File: config.mk
export PLATFORM = sky130hd
export DESIGN_NAME = tourney_predictor
export DESIGN_NICKNAME = d
export VERILOG_FILES = /design/src/rtl/tp_pkg.sv /design/src/rtl/tp_pc_index.sv /design/src/rtl/tp_gsh_hash.sv /design/src/rtl/tp_ctr_table.sv /design/src/rtl/tp_ghr.sv /design/src/rtl/tourney_predictor.sv
export SDC_FILE = /design/constraint.sdc
export NUM_CORES = 1
export LEC_CHECK = 0
export BUFFER_PORTS_ARGS = -buffer_cell sky130_fd_sc_hd__buf_2
export CELL_PAD_IN_SITES_DETAIL_PLACEMENT = 0
export CELL_PAD_IN_SITES_GLOBAL_PLACEMENT = 1
export CORE_ASPECT_RATIO = 0.6
export CORE_MARGIN = 4
export CORE_UTILIZATION = 45
export CTS_CLUSTER_DIAMETER = 120
export CTS_CLUSTER_SIZE = 16
export DETAILED_ROUTE_END_ITERATION = 8
export PLACE_DENSITY_LB_ADDON = 0.08
export SETUP_SLACK_MARGIN = 0.1
export SYNTH_ARGS = -nofsm -noshare
export SYNTH_HDL_FRONTEND = slang
export SYNTH_SLANG_ARGS = --single-unit
File: constraint.sdc
create_clock -name clk -period 8.9 [get_ports clk]
set_input_delay 0 -clock clk [delete_from_list [all_inputs] [get_ports clk]]
set_output_delay 0 -clock clk [all_outputs]
set_load 0.03 [all_outputs]
File: src/rtl/tp_pkg.sv
package tp_pkg;
  typedef logic [1:0] ctr2_t;

  localparam ctr2_t CTR_WEAK_LOW = 2'd1;
  localparam ctr2_t CTR_MAX      = 2'd3;
  localparam ctr2_t CTR_MIN      = 2'd0;

  // saturating up/down step of a 2-bit counter
  function automatic ctr2_t ctr_step(input ctr2_t c, input logic up);
    ctr2_t n;
    if (up) n = (c == CTR_MAX) ? c : c + 2'd1;
    else    n = (c == CTR_MIN) ? c : c - 2'd1;
    return n;
  endfunction
endpackage

File: src/rtl/tp_pc_index.sv
module tp_pc_index #(
  parameter int PC_W  = 32,
  parameter int ALIGN = 2,
  parameter int IDX_W = 6
) (
  input  logic [PC_W-1:0]  pc,
  output logic [IDX_W-1:0] idx
);
  logic unused_pc_bits;
  assign unused_pc_bits = ^pc;
  assign idx = pc[ALIGN +: IDX_W];
endmodule

File: src/rtl/tp_gsh_hash.sv
module tp_gsh_hash #(
  parameter int PC_W   = 32,
  parameter int ALIGN  = 2,
  parameter int IDX_W  = 6,
  parameter int HIST_W = 6
) (
  input  logic [PC_W-1:0]   pc,
  input  logic [HIST_W-1:0] hist,
  output logic [IDX_W-1:0]  idx
);
  logic [IDX_W-1:0] pc_part;
  logic [IDX_W-1:0] hist_part;

  tp_pc_index #(.PC_W(PC_W), .ALIGN(ALIGN), .IDX_W(IDX_W)) u_pc (
    .pc (pc),
    .idx(pc_part)
  );

  generate
    if (HIST_W <= IDX_W) begin : g_pad
      assign hist_part = IDX_W'(hist);
    end else begin : g_fold
      always_comb begin
        hist_part = '0;
        for (int i = 0; i < HIST_W; i++) begin
          hist_part[i % IDX_W] = hist_part[i % IDX_W] ^ hist[i];
        end
      end
    end
  endgenerate

  assign idx = pc_part ^ hist_part;
endmodule

File: src/rtl/tp_ctr_table.sv
module tp_ctr_table #(
  parameter int            IDX_W = 6,
  parameter tp_pkg::ctr2_t INIT  = tp_pkg::CTR_WEAK_LOW
) (
  input  logic                 clk,
  input  logic                 rst,
  input  logic                 rd_en,
  input  logic [IDX_W-1:0]     rd_idx,
  output tp_pkg::ctr2_t        rd_ctr,
  input  logic                 wr_en,
  input  logic [IDX_W-1:0]     wr_idx,
  input  logic                 wr_up
);
  localparam int DEPTH = 1 << IDX_W;

  tp_pkg::ctr2_t mem [DEPTH];
  tp_pkg::ctr2_t rd_q;

  // read returns the pre-write contents on a same-cycle collision
  always_ff @(posedge clk) begin
    if (rst) begin
      for (int i = 0; i < DEPTH; i++) mem[i] <= INIT;
      rd_q <= INIT;
    end else begin
      if (wr_en) mem[wr_idx] <= tp_pkg::ctr_step(mem[wr_idx], wr_up);
      if (rd_en) rd_q <= mem[rd_idx];
    end
  end

  assign rd_ctr = rd_q;
endmodule

File: src/rtl/tp_ghr.sv
module tp_ghr #(
  parameter int HIST_W = 6
) (
  input  logic              clk,
  input  logic              rst,
  input  logic              shift_en,
  input  logic              bit_in,
  output logic [HIST_W-1:0] hist
);
  logic [HIST_W-1:0] hist_q;

  generate
    if (HIST_W == 1) begin : g_single
      always_ff @(posedge clk) begin
        if (rst)           hist_q <= '0;
        else if (shift_en) hist_q <= bit_in;
      end
    end else begin : g_shift
      always_ff @(posedge clk) begin
        if (rst)           hist_q <= '0;
        else if (shift_en) hist_q <= {hist_q[HIST_W-2:0], bit_in};
      end
    end
  endgenerate

  assign hist = hist_q;
endmodule

File: src/rtl/tourney_predictor.sv
module tourney_predictor #(
  parameter int PC_W      = 32,
  parameter int PC_ALIGN  = 2,
  parameter int BIM_IDX_W = 6,
  parameter int GSH_IDX_W = 6,
  parameter int CHO_IDX_W = 6,
  parameter int HIST_W    = 6
) (
  input  logic              clk,
  input  logic              rst,
  input  logic              pred_valid,
  input  logic [PC_W-1:0]   pred_pc,
  output logic              pred_out_valid,
  output logic              pred_taken,
  output logic              pred_used_gshare,
  output logic              pred_bim_taken,
  output logic              pred_gsh_taken,
  output logic [HIST_W-1:0] pred_hist,
  input  logic              upd_valid,
  input  logic [PC_W-1:0]   upd_pc,
  input  logic              upd_taken,
  input  logic              upd_bim_taken,
  input  logic              upd_gsh_taken,
  input  logic [HIST_W-1:0] upd_hist
);
  logic [HIST_W-1:0]    hist_q;
  logic [BIM_IDX_W-1:0] bim_rd_idx, bim_wr_idx;
  logic [GSH_IDX_W-1:0] gsh_rd_idx, gsh_wr_idx;
  logic [CHO_IDX_W-1:0] cho_rd_idx, cho_wr_idx;
  tp_pkg::ctr2_t        bim_ctr, gsh_ctr, cho_ctr;
  logic                 out_valid_q;
  logic [HIST_W-1:0]    hist_snap_q;
  logic                 cho_train;
  logic                 cho_up;

  // index generation: lookup side uses live history, update side the snapshot
  tp_pc_index #(.PC_W(PC_W), .ALIGN(PC_ALIGN), .IDX_W(BIM_IDX_W)) u_bim_ri (
    .pc(pred_pc), .idx(bim_rd_idx));
  tp_pc_index #(.PC_W(PC_W), .ALIGN(PC_ALIGN), .IDX_W(BIM_IDX_W)) u_bim_wi (
    .pc(upd_pc), .idx(bim_wr_idx));
  tp_pc_index #(.PC_W(PC_W), .ALIGN(PC_ALIGN), .IDX_W(CHO_IDX_W)) u_cho_ri (
    .pc(pred_pc), .idx(cho_rd_idx));
  tp_pc_index #(.PC_W(PC_W), .ALIGN(PC_ALIGN), .IDX_W(CHO_IDX_W)) u_cho_wi (
    .pc(upd_pc), .idx(cho_wr_idx));
  tp_gsh_hash #(.PC_W(PC_W), .ALIGN(PC_ALIGN), .IDX_W(GSH_IDX_W), .HIST_W(HIST_W)) u_gsh_ri (
    .pc(pred_pc), .hist(hist_q), .idx(gsh_rd_idx));
  tp_gsh_hash #(.PC_W(PC_W), .ALIGN(PC_ALIGN), .IDX_W(GSH_IDX_W), .HIST_W(HIST_W)) u_gsh_wi (
    .pc(upd_pc), .hist(upd_hist), .idx(gsh_wr_idx));

  // selector trains only on disagreement, toward the side that was right
  assign cho_train = upd_valid && (upd_bim_taken != upd_gsh_taken);
  assign cho_up    = (upd_gsh_taken == upd_taken);

  tp_ctr_table #(.IDX_W(BIM_IDX_W), .INIT(tp_pkg::CTR_WEAK_LOW)) u_bim (
    .clk(clk), .rst(rst),
    .rd_en(pred_valid), .rd_idx(bim_rd_idx), .rd_ctr(bim_ctr),
    .wr_en(upd_valid), .wr_idx(bim_wr_idx), .wr_up(upd_taken));

  tp_ctr_table #(.IDX_W(GSH_IDX_W), .INIT(tp_pkg::CTR_WEAK_LOW)) u_gsh (
    .clk(clk), .rst(rst),
    .rd_en(pred_valid), .rd_idx(gsh_rd_idx), .rd_ctr(gsh_ctr),
    .wr_en(upd_valid), .wr_idx(gsh_wr_idx), .wr_up(upd_taken));

  tp_ctr_table #(.IDX_W(CHO_IDX_W), .INIT(tp_pkg::CTR_WEAK_LOW)) u_cho (
    .clk(clk), .rst(rst),
    .rd_en(pred_valid), .rd_idx(cho_rd_idx), .rd_ctr(cho_ctr),
    .wr_en(cho_train), .wr_idx(cho_wr_idx), .wr_up(cho_up));

  tp_ghr #(.HIST_W(HIST_W)) u_ghr (
    .clk(clk), .rst(rst),
    .shift_en(upd_valid), .bit_in(upd_taken), .hist(hist_q));

  always_ff @(posedge clk) begin
    if (rst) begin
      out_valid_q <= 1'b0;
      hist_snap_q <= '0;
    end else begin
      out_valid_q <= pred_valid;
      if (pred_valid) hist_snap_q <= hist_q;
    end
  end

  assign pred_out_valid   = out_valid_q;
  assign pred_bim_taken   = bim_ctr[1];
  assign pred_gsh_taken   = gsh_ctr[1];
  assign pred_used_gshare = cho_ctr[1];
  assign pred_taken       = cho_ctr[1] ? gsh_ctr[1] : bim_ctr[1];
  assign pred_hist        = hist_snap_q;
endmodule

Word-level counts from Yosys, hierarchy flattened

Memories as Yosys holds them, arrays and structs flattened. A register that Yosys moved wholly into a read port is not among the register bits.
Index checks and enable logic that the tools add are counted.

Flip-flop bits (word level): 13
Bits in writable memories: 384
Bits of input ports: 77
Output and inout port bits: 11
Memories kept: 3

Memory list:

| name      | words | width | read ports | clocked after Yosys merged registers in | write ports | RTL line           | text |
|---|---|---|---|---|---|---|---|
| u_bim.mem | 64    | 2     | 2          | 1                                       | 64          | tp_ctr_table.sv:16 | `tp_pkg::ctr2_t mem [DEPTH];` |
| u_cho.mem | 64    | 2     | 2          | 1                                       | 64          | tp_ctr_table.sv:16 |  |
| u_gsh.mem | 64    | 2     | 2          | 1                                       | 64          | tp_ctr_table.sv:16 |  |

$add $sub $neg: 6
Equality and inequality tests: 5
Muxes and demuxes: 33
Bitwise gates (word level): 2
Reductions and logical operators: 7

Operators with widths:

| operator                                                            | number |
|---|---|
| 2-bit 2-to-1 mux                                                    | 18 |
| 6-bit 2-to-1 mux                                                    | 3 |
| 1-bit 2-to-1 mux                                                    | 12 |
| 6-bit bitwise XOR                                                   | 2 |
| 2-bit by 1-bit adder with 2-bit output (second input constant)      | 3 |
| 2-bit == test (second input constant)                               | 3 |
| 2-bit zero test                                                     | 3 |
| 2-bit OR reduction                                                  | 3 |
| 2-bit by 1-bit subtractor with 2-bit output (second input constant) | 3 |
| 1-bit == test                                                       | 1 |
| 1-bit logical AND                                                   | 1 |
| 1-bit inequality test                                               | 1 |

Logic depth before layout (Yosys ltp)

Gate-level depths: netlist (run 1).
An unclocked memory read counts as a cell.

Depth in word-level cells: 8
Mapped depth: 14

Hierarchy

From an unflattened synthesis (run 1), not the netlist that was laid out.

Cell total of the unflattened synthesis: 1,982
Area total of the unflattened synthesis: 23,780.3 um^2

Modules (own cells, without submodules):

| module            | times used | cells an instance | area each (um^2) | sequential area each (um^2) |
|---|---|---|---|---|
| tp_ctr_table      | 3          | 630               | 7,638.6          | 3,883.7 |
| tourney_predictor | 1          | 25                | 275.3            | 140.1 |
| tp_pc_index       | 6          | 6                 | 45.0             | 0.0 |
| tp_ghr            | 1          | 19                | 214.0            | 120.1 |
| tp_gsh_hash       | 2          | 6                 | 52.6             | 0.0 |

Worst setup path after synthesis (run 1)

OpenSTA, ideal clock, no wires.

Kind: reg2reg
Start point: register u_ghr.hist_q[0] (netlist: u_ghr.hist[0])
End point: register u_gsh.rd_q[1] (netlist: u_gsh.rd_ctr[1]) (read register of u_gsh.mem)
Library setup time: 0.126 ns
Data arrival time: 2.796 ns
Data required time: 8.774 ns
Slack: 5.978 ns
Stages on the path, launching flop included: 9
Buffers on the path: 1
Period minus slack after synthesis: 2.922 ns
Path through: dfxtp_1 > xor2_1 > buf_2 > mux4_2 > mux4_2 > a211oi_1 > a21oi_1 > mux2i_1 > nor2_1

Longest elaborated chain between the ends: 1

Ends and longest elaborated chain:

| what                     | RTL line           | text |
|---|---|---|
| start: declaration       | tp_ghr.sv:10       | `logic [HIST_W-1:0] hist_q;` |
| start signal: assignment | tp_ghr.sv:21       | `else if (shift_en) hist_q <= {hist_q[HIST_W-2:0], bit_in};` |
| 6-bit bitwise XOR        | tp_gsh_hash.sv:32  | `assign idx = pc_part ^ hist_part;` |
| end: declaration         | tp_ctr_table.sv:17 | `tp_pkg::ctr2_t rd_q;` |

Every way passes these cells.
A chain may end at the register's enable or synchronous reset.

==> results of run 1 <==
==> metal layers <==
layer	global-route usage [%]	routed length, um
met5	0	0
met4	4.76	1310
met3	9.96	10400
met2	34.4	26900
met1	44.1	33000
==> power breakdown <==
group	total, mW	internal, mW	switching [mW]
Sequential	2.13	2.10	0.0306
Clock	1.24	0.590	0.653
Combinational	0.718	0.198	0.520
==> flip-flops by register name (all words and copies together) (netlist names) <==
name / cells
u_bim.mem: 128
u_gsh.rd_ctr: 1
u_ghr.hist: 6
u_bim.rd_ctr: 1
pred_hist: 6
u_cho.mem: 128
u_gsh.mem: 128
pred_out_valid: 1
u_cho.rd_ctr: 1
==> logic make-up after synthesis <==
logic type | count (synthesis) | share of synthesized area (%)
compound gates | 181 | 6.27
xor+xnor | 21 | 1.04
fa+ha+maj | 6 | 0.283
buf+inv | 184 | 4.11
flops | 400 | 54.7
mux | 176 | 13.5
simple gates | 925 | 20.1
==> layout make-up <==
cell class / count / area share [%]
inverters: 4 / 0.0653
clock buffers: 39 / 3.32
repair buffers: 79 / 2.28
well taps: 630 / 3.43
multi-input cells: 1309 / 39.3
flip-flops and latches: 400 / 51.6
==> critical path, cell delays in order <==
cell and delay, ps:
buf_4 230, buf_4 580, buf_4 570, mux2i_1 420, o2bb2ai_1 130, a221oi_1 620, o22ai_1 270, a2111oi_2 360
maj3_2 550, buf_4 650, nor3_1 100
==> how the worst max path moves through the flow <==
stage	start	end	cells past startpoint
floorplan	u_ghr.hist[0]$_SDFFE_PP0P_	u_gsh.rd_ctr[1]$_SDFFE_PP0P_	8
global placement	upd_pc[4]	u_cho.mem[5][1]$_SDFFCE_PN0P_	11
detailed placement	upd_pc[4]	u_cho.mem[16][0]$_SDFFCE_PN1P_	12
CTS	upd_pc[4]	u_cho.mem[16][0]$_SDFFCE_PN1P_	12
global route	upd_pc[4]	u_cho.mem[17][0]$_SDFFCE_PN1P_	12
finish	upd_pc[4]	u_cho.mem[20][1]$_SDFFCE_PN0P_	11
==> stage by stage <==
stage	instances	area [sq um]	hold slack (ps)
after floorplan	1893	21700	147
after detailed placement	2418	22200	423
after global placement	2418	22200	413
after CTS	2461	23000	47.8
after global routing	2461	23000	80.4
final	2461	23000	80.6
==> layout by cell type (no fill, tap or decap), types with 16 or more instances in the layout <==
| master | netlist | final |
|---|---|---|
| a21oi_1 | 24 | 24 |
| a221oi_1 | 31 | 31 |
| a22oi_1 | 18 | 18 |
| buf_2 | 50 | 32 |
| buf_4 | 19 | 43 |
| clkbuf_16 | 0 | 29 |
| dfxtp_1 | 16 | 16 |
| edfxtp_1 | 384 | 384 |
| mux2_2 | 39 | 39 |
| mux2i_1 | 47 | 47 |
| mux4_2 | 90 | 90 |
| nand2_1 | 231 | 231 |
| nand2b_1 | 134 | 134 |
| nand3_1 | 133 | 133 |
| nor2_1 | 245 | 242 |
| nor3_1 | 71 | 68 |
| o21ai_0 | 16 | 16 |
| o221ai_1 | 17 | 17 |
| o22ai_1 | 16 | 16 |
| or2_2 | 62 | 62 |
==> what timing repair did <==
item | CTS | global route
resized for setup | 0 | 0
hold endpoints to repair | 16 | 0
hold buffers | 4 | 0
==> impl_metrics.py, run 1 <==
metrics = {
    "yosys": {
        "synth_area_leaders": "edfxtp_1, mux4_2, nor2_1",
        "yosysMostFrequentCell": "edfxtp_1",
        "synthCells": 1893,
        "synth_cell_types": 63,
        "syn_area_sq_um": 21700,
        "ys_async_sr_fraction_pct": 0,
        "avgSynthCellArea_sq_um": 11.5,
        "yosys-top-cells-count": "edfxtp_1, nor2_1, nand2_1, nand2b_1, nand3_1",
        "yosysTopAreaCell": "edfxtp_1",
        "ys_warn_count": 0,
        "synth_edf_count": 384,
        "synth_nets": 1970,
        "synthFlopType": "edfxtp_1",
        "yosys.area.top_type_share_pct": 53.2,
        "synth_seq_cells": 400,
        "ys_seq_area_share_pct": 54.7,
    },
    "setup_path": {
        "crit_required_ps": 9190,
        "r2r-end": "u_cho.mem[20][1]$_SDFFCE_PN0P_",
        "r2r_slack_ps": 5000,
        "crit_type": "in2reg",
        "crit_path_end_kind": "flop",
        "crit_path_max_fanout": 48,
        "ff2ff_path_depth": 8,
        "arrival_ps": 4690,
        "start_kind": "primary input",
        "r2r_start": "u_cho.mem[16][0]$_SDFFCE_PN1P_",
    },
    "cells_and_area": {
        "area_growth_pct": 5.96,
        "drive_gt1_share_pct": 17.7,
        "multiInputGateArea_sq_um": 9040,
        "diodes": 0,
        "finish.utilization_pct": 49.0,
        "layout.nets": 1899,
        "seqCellArea_sq_um": 11900,
        "fillers": 4220,
    },
    "timing": {
        "setup_violations": 0,
        "slew_viol_final": 0,
        "tns_ps": 0,
        "rsz0062_at_grt": "no",
        "fin_ws_ps": 4500,
        "fin_crit_ps": 4400,
        "relSlewSlack_pct": 15.7,
        "fmaxAchievable_mhz": 227,
        "tightest_slew_ps": 1260,
        "hold_viol_final": 0,
        "finalCritPeriodShare_pct": 49.4,
        "finClkSkew_ps": 18.0,
    },
    "hold_path": {
        "hold_start": "pred_pc[5]",
        "min_path_cells": 4,
        "min_path_type": "in2reg",
        "worst_hold_path.endpoint": "u_bim.rd_ctr[1]$_SDFFE_PP0P_",
    },
    "placed_design": {
        "place_hpwl_um": 47700,
        "place_ws_ps": 4080,
        "io_buffers": 35,
        "gp_congestion": 0.894,
    },
    "clocking": {
        "numCtsBuffers": 28,
        "clkTransAtPathRegs_ps": 70,
        "post_cts_buffers": 0,
        "clock-root-buffer": "clkbuf_16",
        "cts.sinks": 400,
        "clk-insertion-delay-late_ps": 580,
        "htree_levels": 1,
        "cts_tree": "yes",
        "cts_buffer_depth": 3,
    },
    "floorplanning": {
        "io_pins": 88,
        "die_area_sq_um": 51900,
        "chipHeight_um": 178,
        "dieWidth_um": 291,
        "core_area_sq_um": 46900,
        "core.rowCount": 61,
        "start_util_pct": 46.2,
    },
    "grt": {
        "grt_max_degree": 83,
        "track_usage_pct": 27.2,
        "antenna_found_initial": 2,
        "grt_pass1_wl_um": 104000,
        "grt_overflow": 0,
        "grt_pass1_vias": 14800,
    },
    "routing": {
        "vias": 15900,
        "antenna_left": 0,
        "avgViaCountPerCell": 6.47,
        "avgRoutedWirePerCell_um": 29.1,
        "drc": 0,
        "wirelength_um": 71600,
        "drt_first_pass_iters": 5,
        "drt_iter0_drc": 2091,
    },
    "status": {
        "status": "finished, final reports clean",
    },
    "power": {
        "report.power.total_mw": 4.09,
        "leakagePower_nw": 7.16,
        "vdd_ir_drop_max_v": 0.000108,
        "power_density_nw_per_um2": 178,
    },
    "job": {
        "drv_cap": 0,
    },
}
No activity file was read; power rests on OpenSTA's default activity.
==> run 2, diff against run 1 <==
==> constraint.sdc (replaced) <==
create_clock -name clk -period 4.6 [get_ports clk]
set_input_delay 0 -clock clk [delete_from_list [all_inputs] [get_ports clk]]
set_output_delay 0 -clock clk [all_outputs]
set_load 0.03 [all_outputs]
==> run 2 against run 1 <==
  * Global-route usage barely moved
  * Critical path depth decreased by 2
  * Clock power rose by 96%
  * Critical path type is now reg2reg
  * Highest routed layer unchanged
  * Power is 96% higher
  * Largest power group unchanged
  * Critical endpoint is now u_bim.mem[36][0]$_SDFFCE_PN1P_
  * Via count is 0.76% higher
  * Non-clock buffer count rose by 28
  * Sequential power increased by 94%
==> impl_metrics.py, run 2 (synthesized netlist as in run 1, its figures left out) <==
metrics = {
    "setup_path": {
        "crit_type": "reg2reg",
        "worstPathCellList": "mux2_2 -> a221oi_1 -> nor2_1 -> o21ai_0 -> o21ai_0 -> nor4b_1 -> maj3_2 -> buf_4 -> nand3_1",
        "r2r_start": "u_bim.mem[23][1]$_SDFFCE_PN0P_",
        "ff2ff_path_depth": 9,
        "r2r-end": "u_bim.mem[36][0]$_SDFFCE_PN1P_",
        "start_kind": "flop",
        "crit_path_top_delay_cell": "nor4b_1",
        "r2r_slack_ps": 1260,
        "crit_path_end_kind": "flop",
        "crit_required_ps": 4890,
        "path_common_cell": "o21ai_0",
        "arrival_ps": 3630,
        "crit_path_max_fanout": 34,
        "critPathMaxStageDelay_ps": 520,
    },
    "clocking": {
        "cts_buffer_depth": 3,
        "clk-insertion-delay-late_ps": 590,
        "cts_tree": "yes",
        "cts.sinks": 400,
        "clkTransAtPathRegs_ps": 80,
        "clock-root-buffer": "clkbuf_16",
        "numCtsBuffers": 28,
        "cts_resized": 0,
        "htree_levels": 1,
    },
    "timing": {
        "fmaxAchievable_mhz": 300,
        "whs_ps": 24.2,
        "tns_ps": 0,
        "slew_viol_final": 0,
        "fin_crit_ps": 3340,
        "setup_violations": 0,
        "rsz0062_at_grt": "no",
        "finClkSkew_ps": 14.5,
        "tightest_slew_ps": 1170,
        "finalCritPeriodShare_pct": 72.6,
        "hold_viol_final": 0,
        "relSlewSlack_pct": 21.8,
    },
    "routing": {
        "antenna_left": 0,
        "avgViaCountPerCell": 6.44,
        "wirelength_um": 71400,
        "drt_first_pass_iters": 6,
        "avgRoutedWirePerCell_um": 28.7,
        "drc": 0,
        "vias": 16000,
        "drt_iter0_drc": 2357,
    },
    "placed_design": {
        "place_hpwl_um": 49300,
        "io_buffers": 35,
        "placed_area_sq_um": 22500,
        "gp_congestion": 0.914,
    },
    "floorplanning": {
        "core.rowCount": 61,
        "die_area_sq_um": 51900,
        "io_pins": 88,
        "core_area_sq_um": 46900,
        "start_util_pct": 46.2,
        "chipHeight_um": 178,
        "dieWidth_um": 291,
    },
    "cells_and_area": {
        "finish.utilization_pct": 49.6,
        "reg_top3": "u_bim.mem x128, u_cho.mem x128, u_gsh.mem x128",
        "fillers": 4178,
        "drive_gt1_share_pct": 18.7,
        "final_area_sq_um": 23300,
        "area_growth_pct": 7.44,
        "layout_common_cells": "edfxtp_1, nor2_1, nand2_1",
        "diodes": 0,
        "layout.nets": 1927,
        "final_common_cell": "edfxtp_1",
    },
    "status": {
        "status": "finished, final reports clean",
    },
    "hold_path": {
        "min_path_cells": 4,
        "hold_start": "pred_pc[5]",
        "min_path_type": "in2reg",
        "worst_hold_path.endpoint": "u_cho.rd_ctr[1]$_SDFFE_PP0P_",
    },
    "grt": {
        "grt_pass1_vias": 14900,
        "grt_max_degree": 209,
        "antenna_found_initial": 0,
        "track_usage_pct": 27.3,
        "grt_overflow": 0,
        "grt_pass1_wl_um": 104000,
    },
    "power": {
        "report.power.total_mw": 8.01,
        "leakagePower_nw": 7.34,
        "power_density_nw_per_um2": 344,
        "vdd_ir_drop_max_v": 0.000250,
    },
    "job": {
        "drv_cap": 0,
    },
}
run 2: changes by cell type in the layout (fill, tap and decap cells not counted), sizes merged:
| cell | change |
|---|---|
| clkbuf | +1 |
| buf | +28 |
run 2: power breakdown:
| group | leakage (nW) | internal [mW] | switching [mW] |
|---|---|---|---|
| Sequential | 3.57 | 4.07 | 0.0620 |
| Clock | 0.370 | 1.15 | 1.29 |
| Combinational | 3.40 | 0.446 | 1.01 |
run 2: per-layer routing:
layer	vias to the layer above	track usage (%)	part of all wire, %
met2	985	34.8	37
met4	0	3.28	1.4
li1	6879	-	-
met5	-	0	0
met3	79	8.79	14
met1	8096	45.3	47
run 2: final cells by class:
class	count	area, sq um	share of cell area, %
clock buffers	40	767	3.29
inverters	4	15.0	0.0644
multi-input cells	1309	9030	38.8
flip-flops and latches	400	11900	50.9
well taps	630	788	3.38
repair buffers	107	846	3.63
run 2: stage by stage:
stage                     std cells  setup WS, ps
after global placement         2446          1040
after detailed placement       2446           984
after floorplan                1893          1680
after global routing           2490          1130
final                          2490          1260
after CTS                      2490          1400
run 2: worst max-delay path, delay by kind of cell, from the launching register on:
kind	cells	cell delay, ps
mux	1	300
flops	1	460
buf+inv	1	400
fa+ha+maj	1	310
compound gates	3	820
simple gates	3	730
run 2: worst max-delay path by stage:
stage	start	endpoint	slack [ps]	depth (start not counted)
4_1_cts	u_bim.mem[23][1]$_SDFFCE_PN0P_	u_bim.mem[36][0]$_SDFFCE_PN1P_	1400	9
2_1_floorplan	u_ghr.hist[0]$_SDFFE_PP0P_	u_gsh.rd_ctr[1]$_SDFFE_PP0P_	1680	8
5_1_grt	u_bim.mem[23][1]$_SDFFCE_PN0P_	u_bim.mem[36][0]$_SDFFCE_PN1P_	1130	9
3_3_place_gp	upd_pc[2]	u_cho.mem[42][0]$_SDFFCE_PN1P_	1040	11
6_report	u_bim.mem[23][1]$_SDFFCE_PN0P_	u_bim.mem[36][0]$_SDFFCE_PN1P_	1260	9
3_5_place_dp	upd_pc[2]	u_cho.mem[9][0]$_SDFFCE_PN1P_	980	11
run 2: repair_timing:
action / CTS / global route
setup buffers: 0 / 0
endpoints found under the hold margin: 16 / 0
hold buffers: 4 / 0
==> run 3, diff against run 2 <==
==> constraint.sdc (replaced) <==
create_clock -name clk -period 3.3 [get_ports clk]
set_input_delay 0 -clock clk [delete_from_list [all_inputs] [get_ports clk]]
set_output_delay 0 -clock clk [all_outputs]
set_load 0.03 [all_outputs]
==> run 3 against run 2 <==
  * Hold slack improved by 20 ps
  * Global-route usage barely moved
  * Sequential share of layout area is 1.7 points lower
  * Clock-buffer cell count stayed put
  * Final area up 3.5%
  * Sequential cell count did not move
==> impl_metrics.py, run 3 (synthesized netlist as in run 1, its figures left out) <==
metrics = {
    "cells_and_area": {
        "final_area_sq_um": 24100,
        "area_growth_pct": 11.1,
        "stdcell_count": 2566,
        "layout.nets": 2003,
        "layout_common_cells": "edfxtp_1, nor2_1, nand2_1",
        "drive_gt1_share_pct": 21.7,
        "reg_top3": "u_bim.mem x128, u_cho.mem x128, u_gsh.mem x128",
        "diodes": 0,
        "final_common_cell": "edfxtp_1",
    },
    "timing": {
        "fin_crit_ps": 3190,
        "fin_ws_ps": 111,
        "finClkSkew_ps": 18.5,
        "rsz0062_at_grt": "yes",
        "setup_violations": 0,
        "fmaxAchievable_mhz": 314,
        "hold_viol_final": 0,
        "tightest_slew_ps": 1100,
        "slew_viol_final": 0,
        "finalCritPeriodShare_pct": 96.6,
        "tns_ps": 0,
        "relSlewSlack_pct": 26.6,
    },
    "setup_path": {
        "crit_path_end_kind": "flop",
        "crit_required_ps": 3730,
        "arrival_ps": 3620,
        "start_kind": "primary input",
        "r2r_slack_ps": 280,
        "r2r_start": "u_cho.mem[60][0]$_SDFFCE_PN1P_",
        "crit_path_max_fanout": 31,
        "r2r-end": "u_cho.mem[33][0]$_SDFFCE_PN1P_",
        "crit_type": "in2reg",
        "ff2ff_path_depth": 9,
    },
    "clocking": {
        "numCtsBuffers": 28,
        "htree_levels": 1,
        "cts_buffer_depth": 3,
        "clkTransAtPathRegs_ps": 70,
        "clk-insertion-delay-late_ps": 590,
        "cts_tree": "yes",
        "cts.sinks": 400,
        "clock-root-buffer": "clkbuf_16",
        "post_cts_buffers": 0,
    },
    "floorplanning": {
        "start_util_pct": 46.2,
        "chipHeight_um": 178,
        "core_area_sq_um": 46900,
        "io_pins": 88,
        "dieWidth_um": 291,
        "core.rowCount": 61,
        "die_area_sq_um": 51900,
    },
    "hold_path": {
        "min_path_type": "in2reg",
        "hold_start": "pred_pc[5]",
        "min_path_cells": 4,
        "worst_hold_path.endpoint": "u_bim.rd_ctr[1]$_SDFFE_PP0P_",
    },
    "routing": {
        "antenna_left": 0,
        "drt_first_pass_iters": 6,
        "drt_iter0_drc": 2362,
        "vias": 16100,
        "wirelength_um": 71600,
        "avgRoutedWirePerCell_um": 27.9,
        "drc": 0,
        "avgViaCountPerCell": 6.26,
    },
    "power": {
        "power_density_nw_per_um2": 469,
        "vdd_ir_drop_max_v": 0.000414,
        "leakagePower_nw": 7.79,
        "report.power.total_mw": 11.3,
    },
    "placed_design": {
        "io_buffers": 35,
        "place_hpwl_um": 50600,
        "place_ws_ps": -25.9,
        "placed_area_sq_um": 23300,
        "placed_cells": 2519,
        "gp_congestion": 0.917,
    },
    "grt": {
        "grt_pass1_wl_um": 104000,
        "track_usage_pct": 27.3,
        "grt_pass1_vias": 15000,
        "grt_overflow": 0,
        "grt_max_degree": 191,
        "antenna_found_initial": 1,
    },
    "status": {
        "status": "finished, final reports clean",
    },
    "job": {
        "drv_cap": 0,
    },
}
run 3: metal layers:
metal | GRT usage, % | up-vias | routed length [um]
met5 | 0 | - | 13
met4 | 2.70 | 2 | 797
met3 | 10.9 | 62 | 10600
met2 | 35.0 | 946 | 27100
met1 | 44.1 | 8012 | 33100
li1 | - | 7035 | -
run 3: area by class of cell:
class,count,area (sq um)
Tap cell,630,788
Fill cell,4132,22800
Inverter,4,15.0
Timing Repair Buffer,183,1650
Multi-Input combinational cell,1309,9030
Clock buffer,40,767
Sequential cell,400,11900
run 3: worst max path at each step:
stage                                           from                        endpoint  slack [ps]
after global placement                     upd_pc[2]  u_bim.mem[34][1]$_SDFFCE_PN0P_         -40
final                                      upd_pc[3]  u_cho.mem[33][0]$_SDFFCE_PN1P_         110
after detailed placement                   upd_pc[2]  u_bim.mem[40][1]$_SDFFCE_PN0P_         -30
after CTS                                  upd_pc[3]  u_gsh.mem[15][0]$_SDFFCE_PN1P_         200
after global routing                       upd_pc[3]   u_cho.mem[0][0]$_SDFFCE_PN1P_         100
after floorplan           u_ghr.hist[0]$_SDFFE_PP0P_    u_gsh.rd_ctr[1]$_SDFFE_PP0P_         380
run 3: worst max-delay path, stage by stage:
cell,delay (ps)
dlygate4sd3_1,530
buf_4,230
buf_4,250
mux2_2,380
a22o_1,250
a211oi_1,470
o221ai_1,250
a2111oi_2,440
inv_1,90
maj3_2,370
buf_12,190
nand3_1,120
run 3: stage by stage:
step	hold WS, ps	utilization [%]
6_report	43.8	51.3
5_1_grt	59.3	51.3
4_1_cts	27.3	51.3
3_5_place_dp	387	49.5
3_3_place_gp	380	49.5
2_1_floorplan	147	-
run 3: power by group:
group | internal, mW | switching (mW)
Sequential | 5.67 | 0.0822
Combinational | 0.776 | 1.44
Clock | 1.60 | 1.75
run 3: timing repair:
item                                    4_1_cts  5_1_grt
hold endpoints to repair                     21        0
resized for setup                             0        2
hold buffers                                  7        0
endpoints found under the setup margin        0      128
